$ cat config.mk
export PLATFORM = sky130hd
export DESIGN_NAME = tlb_exc_entry
export DESIGN_NICKNAME = d
export VERILOG_FILES = /design/src/rtl/tlbx_pkg.sv /design/src/rtl/tlbx_arbiter.sv /design/src/rtl/tlbx_status_builder.sv /design/src/rtl/tlbx_state_builder.sv /design/src/rtl/tlb_exc_entry.sv
export SDC_FILE = /design/constraint.sdc
export NUM_CORES = 1
export LEC_CHECK = 0
export ABC_AREA = 1
export BUFFER_PORTS_ARGS = -buffer_cell sky130_fd_sc_hd__buf_2
export CAP_MARGIN = 20
export CELL_PAD_IN_SITES_DETAIL_PLACEMENT = 1
export CELL_PAD_IN_SITES_GLOBAL_PLACEMENT = 1
export CORE_UTILIZATION = 28
export CTS_CLUSTER_DIAMETER = 150
export DETAILED_ROUTE_END_ITERATION = 7
export PLACE_DENSITY_LB_ADDON = 0.1
export SYNTH_ARGS = -nofsm -noshare
export SYNTH_HDL_FRONTEND = slang
export SYNTH_SLANG_ARGS = --single-unit
$ cat constraint.sdc
create_clock -name clk -period 1.3 [get_ports clk]
set_input_delay 0.13 -clock clk [delete_from_list [all_inputs] [get_ports clk]]
set_output_delay 0.13 -clock clk [all_outputs]
set_load 0.05 [all_outputs]
$ cat src/rtl/tlbx_pkg.sv
package tlbx_pkg;
  localparam int XLEN = 32;
  // little-endian vector indices of big-endian state bit positions
  localparam int IX_LE  = XLEN - 1 - 31;
  localparam int IX_DR  = XLEN - 1 - 27;
  localparam int IX_IR  = XLEN - 1 - 26;
  localparam int IX_IP  = XLEN - 1 - 25;
  localparam int IX_ME  = XLEN - 1 - 19;
  localparam int IX_ILE = XLEN - 1 - 15;
  localparam int HALF   = XLEN / 2;

  typedef enum logic [1:0] {FK_NONE, FK_IMISS, FK_IERR, FK_DMISS} fault_kind_e;

  typedef struct packed {
    logic imiss;
    logic dmiss;
    logic inval;
    logic prot;
    logic guard;
  } fault_flags_t;
endpackage

$ cat src/rtl/tlbx_arbiter.sv
module tlbx_arbiter
  import tlbx_pkg::*;
(
  input  logic         ir_en,
  input  logic         dr_en,
  input  logic         blank,
  input  fault_flags_t flags,
  output fault_kind_e  kind
);
  logic ierr_any;
  assign ierr_any = flags.inval | flags.prot | flags.guard;

  always_comb begin
    kind = FK_NONE;
    if (!blank) begin
      if (ir_en && flags.imiss)     kind = FK_IMISS;
      else if (ir_en && ierr_any)   kind = FK_IERR;
      else if (dr_en && flags.dmiss) kind = FK_DMISS;
    end
  end
endmodule

$ cat src/rtl/tlbx_status_builder.sv
module tlbx_status_builder
  import tlbx_pkg::*;
(
  input  fault_kind_e       kind,
  input  logic              inval,
  input  logic              prot,
  input  logic              guard,
  input  logic [HALF-1:0]   msr_lo,
  output logic [XLEN-1:0]   srr1
);
  // code is indexed big-endian: code[0] lands in the word's MSB
  logic [0:HALF-1] code;

  always_comb begin
    code = '0;
    case (kind)
      FK_IMISS: code[4] = 1'b1;
      FK_IERR: begin
        code[1] = inval;
        code[3] = guard;
        code[4] = prot;
      end
      default: code = '0;
    endcase
  end

  assign srr1 = {code, msr_lo};
endmodule

$ cat src/rtl/tlbx_state_builder.sv
module tlbx_state_builder
  import tlbx_pkg::*;
#(
  parameter logic [XLEN-1:0] BASE_LO   = 32'h0000_0000,
  parameter logic [XLEN-1:0] BASE_HI   = 32'hFFF0_0000,
  parameter logic [XLEN-1:0] OFF_IMISS = 32'h0000_1100,
  parameter logic [XLEN-1:0] OFF_DMISS = 32'h0000_1200,
  parameter logic [XLEN-1:0] OFF_IERR  = 32'h0000_1300
) (
  input  fault_kind_e      kind,
  input  logic             ip,
  input  logic             me,
  input  logic             ile,
  output logic [XLEN-1:0]  new_msr,
  output logic [XLEN-1:0]  target
);
  for (genvar i = 0; i < XLEN; i++) begin : g_bit
    if (i == IX_IP) begin : g_ip
      assign new_msr[i] = ip;
    end else if (i == IX_ME) begin : g_me
      assign new_msr[i] = me;
    end else if (i == IX_LE) begin : g_le
      assign new_msr[i] = ile;
    end else begin : g_zero
      assign new_msr[i] = 1'b0;
    end
  end

  logic [XLEN-1:0] base, offset;
  assign base = ip ? BASE_HI : BASE_LO;

  always_comb begin
    case (kind)
      FK_IMISS: offset = OFF_IMISS;
      FK_IERR:  offset = OFF_IERR;
      FK_DMISS: offset = OFF_DMISS;
      default:  offset = '0;
    endcase
  end

  assign target = base + offset;
endmodule

$ cat src/rtl/tlb_exc_entry.sv
module tlb_exc_entry
  import tlbx_pkg::*;
#(
  parameter logic [31:0] BASE_LO   = 32'h0000_0000,
  parameter logic [31:0] BASE_HI   = 32'hFFF0_0000,
  parameter logic [31:0] OFF_IMISS = 32'h0000_1100,
  parameter logic [31:0] OFF_DMISS = 32'h0000_1200,
  parameter logic [31:0] OFF_IERR  = 32'h0000_1300
) (
  input  logic        clk,
  input  logic        rst,
  input  logic [31:0] msr_i,
  input  logic [31:0] ea_i,
  input  logic        imiss_i,
  input  logic        dmiss_i,
  input  logic        inval_i,
  input  logic        prot_i,
  input  logic        guard_i,
  output logic [31:0] srr0_o,
  output logic [31:0] srr1_o,
  output logic [31:0] msr_o,
  output logic        redir_o,
  output logic [31:0] target_o
);
  fault_flags_t    flags;
  fault_kind_e     kind;
  logic [XLEN-1:0] srr1_nx, msr_nx, target_nx;

  assign flags = '{imiss: imiss_i, dmiss: dmiss_i, inval: inval_i,
                   prot: prot_i, guard: guard_i};

  tlbx_arbiter u_arb (
    .ir_en (msr_i[IX_IR]),
    .dr_en (msr_i[IX_DR]),
    .blank (redir_o),
    .flags (flags),
    .kind  (kind)
  );

  tlbx_status_builder u_stat (
    .kind   (kind),
    .inval  (inval_i),
    .prot   (prot_i),
    .guard  (guard_i),
    .msr_lo (msr_i[HALF-1:0]),
    .srr1   (srr1_nx)
  );

  tlbx_state_builder #(
    .BASE_LO  (BASE_LO),
    .BASE_HI  (BASE_HI),
    .OFF_IMISS(OFF_IMISS),
    .OFF_DMISS(OFF_DMISS),
    .OFF_IERR (OFF_IERR)
  ) u_state (
    .kind    (kind),
    .ip      (msr_i[IX_IP]),
    .me      (msr_i[IX_ME]),
    .ile     (msr_i[IX_ILE]),
    .new_msr (msr_nx),
    .target  (target_nx)
  );

  always_ff @(posedge clk) begin
    if (rst) begin
      srr0_o   <= '0;
      srr1_o   <= '0;
      msr_o    <= '0;
      redir_o  <= 1'b0;
      target_o <= '0;
    end else begin
      redir_o <= (kind != FK_NONE);
      if (kind != FK_NONE) begin
        srr0_o   <= ea_i;
        srr1_o   <= srr1_nx;
        msr_o    <= msr_nx;
        target_o <= target_nx;
      end
    end
  end

  AST_PULSE_ONE: assert property (@(posedge clk) disable iff (rst)
    redir_o |=> !redir_o);
  AST_NO_EN_NO_ENTRY: assert property (@(posedge clk) disable iff (rst)
    (!msr_i[IX_IR] && !msr_i[IX_DR]) |=> !redir_o);
  AST_SRR0_CAPTURE: assert property (@(posedge clk) disable iff (rst)
    redir_o |-> srr0_o == $past(ea_i));
  AST_SRR1_COPY: assert property (@(posedge clk) disable iff (rst)
    redir_o |-> srr1_o[HALF-1:0] == $past(msr_i[HALF-1:0]));
  AST_PREFIX_KEEP: assert property (@(posedge clk) disable iff (rst)
    redir_o |-> (msr_o[IX_IP] == $past(msr_i[IX_IP]) &&
                 msr_o[IX_LE] == $past(msr_i[IX_ILE])));
  AST_HOLD: assert property (@(posedge clk) disable iff (rst)
    (!redir_o && !$past(rst)) |-> ($stable(srr0_o) && $stable(target_o)));
endmodule

==> results by group, run 1 <==
Setup path
  • WP data arrival: 1.41 ns
  • CP Data Required Time: 1.50 ns
  • Crit end category: flip-flop
  • Critical path class: flip-flop to flip-flop
  • CP max FO: 10
  • Worst setup SP type: flip-flop

Synthesis
  • Yosys top cell area share: 33.4%
  • Post-Syn Area per Cell: 6.37 um^2
  • Area leader, netlist: dfxtp_1
  • Synthesized netlist cell count: 527
  • Mapped Area: 3360 um^2
  • Seq/Total Area, Yosys: 33.4%
  • Synthesis warning total: 0
  • Synth top area cells: dfxtp_1 33%, inv_1 17%, buf_4 16%, nand2_1 11%, nand4_1 9.5%
  • #FFs+latches synth: 56
  • Synth unique cells: 19

Floorplanning
  • Number of primary I/O pins: 200
  • Die Span X: 112 um
  • Total die area: 12400 um^2
  • Chip height: 112 um
  • Starting Density: 29.0%
  • Row count: 39
  • Core area: 11600 um^2

Routing
  • WL per Instance: 12.3 um
  • Initial drt markers: 74
  • Number of nets still failing antenna checks after routing: 0
  • WL final: 9.53 mm
  • # DRC: 11
  • Via density: 4.00
  • Vias: 3101
  • Total iterations of the first detailed-routing run: 6

Global routing
  • Tot GR Track Use: 14.5%
  • Largest net degree at the start of global routing: 43
  • First-pass GRT wire length: 14.5 mm
  • Grt total ovfl: 0
  • Vias in the first global route: 3007
  • Antenna violations before repair: 0

Placed design
  • Post-DP Area: 3870 um^2
  • I/O Buffers: 125
  • Post-DP HPWL: 6.27 mm
  • Placed Cells incl. Taps: 765
  • Placer congestion estimate: 0.725

Hold path
  • Min-delay worst type: input port to flip-flop

Cells and area
  • Finished layout cell area: 4110 um^2
  • Share of cells above drive strength 1: 24.5%
  • Layout fillers: 1560
  • Area Overhead vs Synth: 22.4%
  • Antenna diodes: 0
  • Post-layout nets: 703
  • Core Util, Final: 35.6%
  • Non-Filler Instances: 775

Pwr
  • Maximum VDD drop: 0.000462 V
  • PwrDens: 1410 nW/um^2
  • Overall Power: 5.80 mW
  • Leak: 2.74 nW

Clocking
  • CTS H-Tree Depth: 2
  • Deepest clock path buffer count: 2
  • CTS tree: done
  • Worst-path clk slew: 0.07 ns
  • Hold-fix buffers, CTS: 0
  • Clk_lat worst skew: 0.29 ns
  • Post-CTS Setup Repair Bufs: 0
  • Clock net sink count: 56
  • Num CTS Buffers: 5
  • Clk root buf: clkbuf_16

STA
  • Final min period: 1.21 ns
  • Final period util: 93.2%
  • Fin Clk Skew: 0.00298 ns
  • Final hold violations: 0
  • Setup Viol. Count Final: 0
  • Max Freq: 825 MHz
  • Pins Over Slew Limit: 0

Run status
  • Failing checks: DRC
  • Outcome: finished, violations left

Run
  • Max Cap Viol: 0
-- power breakdown --
| part | total [mW] | switching [mW] | internal [mW] |
|---|---|---|---|
| Clock | 1.43 | 0.623 | 0.811 |
| Sequential | 2.00 | 0.101 | 1.90 |
| Combinational | 2.37 | 1.82 | 0.546 |
| Total | 5.80 | 2.54 | 3.26 |
-- cells in the final DEF, fill, tap and decap left out --
master     instances
nor2_1            51
o21ai_0            1
buf_2            125
clkbuf_16          7
nor2_4             1
dfxtp_1           54
nand3b_1           1
nand3_1            4
nand2_1          102
nand2_4            1
clkbuf_8           2
inv_1            149
buf_6              2
nand4_1           51
a21oi_1            3
dfxtp_2            2
clkinv_1           1
buf_4              3
o21ai_1            1
buf_12             6
nand3_4            3
inv_2              3
conb_1            59
-- worst max-delay path, cell delays in order (launching register included) --
cell     delay (ns)
dfxtp_2        0.35
nor2_4         0.16
nand2_4        0.11
nand3_4        0.15
buf_6          0.19
nand2_1        0.07
inv_1          0.05
nor2_1         0.04
-- flip-flops by register name (all words and copies together), names as in the netlist --
name and count:
redir_o 1, target_o 3, srr1_o 18, srr0_o 32
msr_o 2
-- final cells by class --
type | count | area, um^2 | area share [%]
Clock buffer | 7 | 153 | 3.71
Inverter | 153 | 574 | 14.0
Multi-Input combinational cell | 278 | 1240 | 30.2
Sequential cell | 56 | 1120 | 27.3
Tap cell | 143 | 179 | 4.35
Timing Repair Buffer | 138 | 841 | 20.4
-- through the flow --
| stage | setup slack [ns] | TNS (ns) | hold slack, ns |
|---|---|---|---|
| after floorplan | 0.0304 | 0 | 0.199 |
| after global placement | 0.0628 | 0 | 0.372 |
| after detailed placement | 0.0422 | 0 | 0.384 |
| after CTS | -0.00571 | -0.0437 | 0.0613 |
| after global routing | -0.00748 | -0.0139 | 0.0727 |
| final | 0.0882 | 0 | 0.0769 |
-- synth_stat cells, drive strengths merged --
master / instances
clkinv: 1
nor2: 52
clkbuf: 5
o21ai: 2
buf: 93
dfxtp: 56
nand3: 7
conb: 1
inv: 152
nand3b: 1
a21oi: 3
nand4: 51
nand2: 103
-- cell families (layout without fill, tap and decap cells) --
family                 after synthesis  in the layout  share of synthesized area (%)
buffers and inverters              251            298                           36.9
DFF                                 56             56                           33.4
other                                1             59                          0.112
and+or+nand+nor                    214            214                           28.8
AOI/OAI and AO/OA                    5              5                          0.744
-- routing by layer --
metal / wire length [um] / vias up / GRT usage [%]
li1: - / 1597 / -
met1: 4340 / 1404 / 18.3
met2: 4500 / 92 / 23.9
met3: 592 / 8 / 4.25
met4: 95 / 0 / 4.32
met5: 0 / - / 0
-- timing repair --
action,4_1_cts,5_1_grt
setup endpoints to repair,14,58
gates resized for setup,0,6
cloned,0,3
-- final timing paths --
| path | from | cells after the start | to | slack [ns] |
|---|---|---|---|---|
| setup reg to reg | redir_o$_SDFF_PP0_ | 7 | srr0_o[6]$_SDFFE_PP0P_ | 0.09 |
| hold / removal | rst | 2 | srr1_o[30]$_SDFFE_PP0P_ | 0.08 |
| hold reg to reg | target_o[12]$_SDFFE_PP0P_ | 2 | target_o[12]$_SDFFE_PP0P_ | 0.46 |
| setup / recovery | redir_o$_SDFF_PP0_ | 7 | srr0_o[6]$_SDFFE_PP0P_ | 0.09 |
Note: power is estimated with default switching activity, not from simulation.
==> run 2, diff against run 1 <==
--- a/config.mk
+++ b/config.mk
@@ -14,6 +14,7 @@
 export CTS_CLUSTER_DIAMETER = 150
 export DETAILED_ROUTE_END_ITERATION = 7
 export PLACE_DENSITY_LB_ADDON = 0.1
+export REMOVE_ABC_BUFFERS = 1
 export SYNTH_ARGS = -nofsm -noshare
 export SYNTH_HDL_FRONTEND = slang
 export SYNTH_SLANG_ARGS = --single-unit
==> run 2 against run 1 <==
The flow still finishes with violations (DRC). Combinational power decreased by 4%. Cell area decreased by 2.1%. Utilization decreased by 0.76 points.
==> results by group, run 2 (synthesis gave the netlist of run 1 again) <==
Run status
  • Outcome: finished, violations left
  • Failing checks: DRC

Setup path
  • WP data arrival: 1.43 ns
  • CP max FO: 16
  • CP Data Required Time: 1.49 ns
  • Critical path class: flip-flop to flip-flop
  • Crit end category: flip-flop
  • Worst setup SP type: flip-flop

Clocking
  • Resized Gates After CTS: 0
  • Post-CTS Setup Repair Bufs: 0
  • Clk_lat worst skew: 0.29 ns
  • Clk root buf: clkbuf_16
  • Worst-path clk slew: 0.07 ns
  • CTS tree: done
  • Clock net sink count: 56
  • Hold-fix buffers, CTS: 0
  • CTS H-Tree Depth: 2
  • Num CTS Buffers: 5
  • Deepest clock path buffer count: 2

Floorplanning
  • Chip height: 112 um
  • Number of primary I/O pins: 200
  • Row count: 39
  • Core area: 11600 um^2
  • Starting Density: 29.0%
  • Total die area: 12400 um^2
  • Die Span X: 112 um

Cells and area
  • Post-layout nets: 701
  • Non-Filler Instances: 774
  • Highest-count cells in the layout ignoring fill and taps: 149 x inv_1, 125 x buf_2, 102 x nand2_1
  • Commonest non-fill, non-tap cell in the layout: inv_1
  • Top reg by flops: srr0_o
  • Share of cells above drive strength 1: 24.2%
  • Antenna diodes: 0
  • Biggest regs: srr0_o (32), srr1_o (18), target_o (3)
  • Largest register FFs: 32
  • Area Overhead vs Synth: 19.8%
  • Layout fillers: 1571

Pwr
  • PwrDens: 1410 nW/um^2
  • Leak: 2.70 nW
  • Maximum VDD drop: 0.000508 V
  • Overall Power: 5.68 mW

Global routing
  • First-pass GRT wire length: 14.1 mm
  • Tot GR Track Use: 14.1%
  • Vias in the first global route: 2926
  • Antenna violations before repair: 0
  • Largest net degree at the start of global routing: 40
  • Grt total ovfl: 0

Routing
  • Vias: 3132
  • WL per Instance: 11.3 um
  • Number of nets still failing antenna checks after routing: 0
  • Initial drt markers: 98
  • Total iterations of the first detailed-routing run: 8
  • Via density: 4.05
  • WL final: 8.78 mm
  • # DRC: 11

STA
  • Final worst slack: 0.0682 ns
  • Final period util: 94.8%
  • Setup Viol. Count Final: 0
  • Pins Over Slew Limit: 0
  • RSZ-0062 raised after global routing: yes
  • TNS Setup: 0 ns
  • Max Freq: 812 MHz
  • Final min period: 1.23 ns
  • Fin Clk Skew: 0.00429 ns
  • Final hold violations: 0

Placed design
  • I/O Buffers: 125
  • Placer congestion estimate: 0.684
  • Setup WS pre-CTS: 0.0317 ns
  • Post-DP HPWL: 6.25 mm
  • Placed Cells incl. Taps: 766

Run
  • Max Cap Viol: 0

Hold path
  • Min-delay worst type: input port to flip-flop
-- run 2: cell types whose count changed in the layout (fill, tap and decap cells not counted), moves of 2 or more --
cell / previous run / this run
nand3_2: 0 / 3
clkbuf_16: 7 / 5
nand3_4: 3 / 0
clkbuf_1: 0 / 2
-- run 2: path summary, 6_finish.rpt --
check | slack [ns] | start | depth (start not counted) | to
setup / recovery | 0.07 | redir_o$_SDFF_PP0_ | 7 | srr0_o[30]$_SDFFE_PP0P_
hold / removal | 0.08 | rst | 2 | srr1_o[28]$_SDFFE_PP0P_
setup reg to reg | 0.07 | redir_o$_SDFF_PP0_ | 7 | srr0_o[30]$_SDFFE_PP0P_
hold reg to reg | 0.45 | target_o[12]$_SDFFE_PP0P_ | 2 | target_o[12]$_SDFFE_PP0P_
-- run 2: metrics by stage --
stage | area, um^2 | util, % | hold WS, ns
global route | 4030 | 34.8 | 0.0796
CTS | 4020 | 34.8 | 0.0704
detailed placement | 3870 | 33.5 | 0.392
global placement | 3870 | 33.5 | 0.394
finish | 4030 | 34.8 | 0.0751
floorplan | 2910 | - | 0.199
-- run 2: area by class of cell --
type	instances	area, um^2	area share, %
clock buffer	8	146	3.64
multi-input combinational	278	1210	30.2
inverter	153	574	14.3
timing repair buffer	136	787	19.6
sequential	56	1120	27.9
tap	143	179	4.45
-- run 2: power breakdown --
| group | switching [mW] | internal, mW | leakage, nW | total, mW |
|---|---|---|---|---|
| registers | 0.0981 | 1.90 | 0.467 | 2.00 |
| logic | 1.78 | 0.499 | 2.17 | 2.28 |
| clock network | 0.633 | 0.772 | 0.0712 | 1.41 |
| total | 2.51 | 3.17 | 2.70 | 5.68 |
-- run 2: metal layers --
metal,global-route usage [%],routed length [um],up-vias
li1,-,-,1602
met1,16.6,3840,1425
met2,24.7,4230,99
met3,4.30,613,6
met4,3.78,97,0
met5,0,0,-
-- run 2: worst max-delay path: stages (launching register included) --
cell and delay [ns]:
dfxtp_2 0.34, nor2_4 0.14, nand2_2 0.11, nand3_2 0.10, buf_4 0.24, nand2_1 0.09, inv_1 0.06, nor2_1 0.04
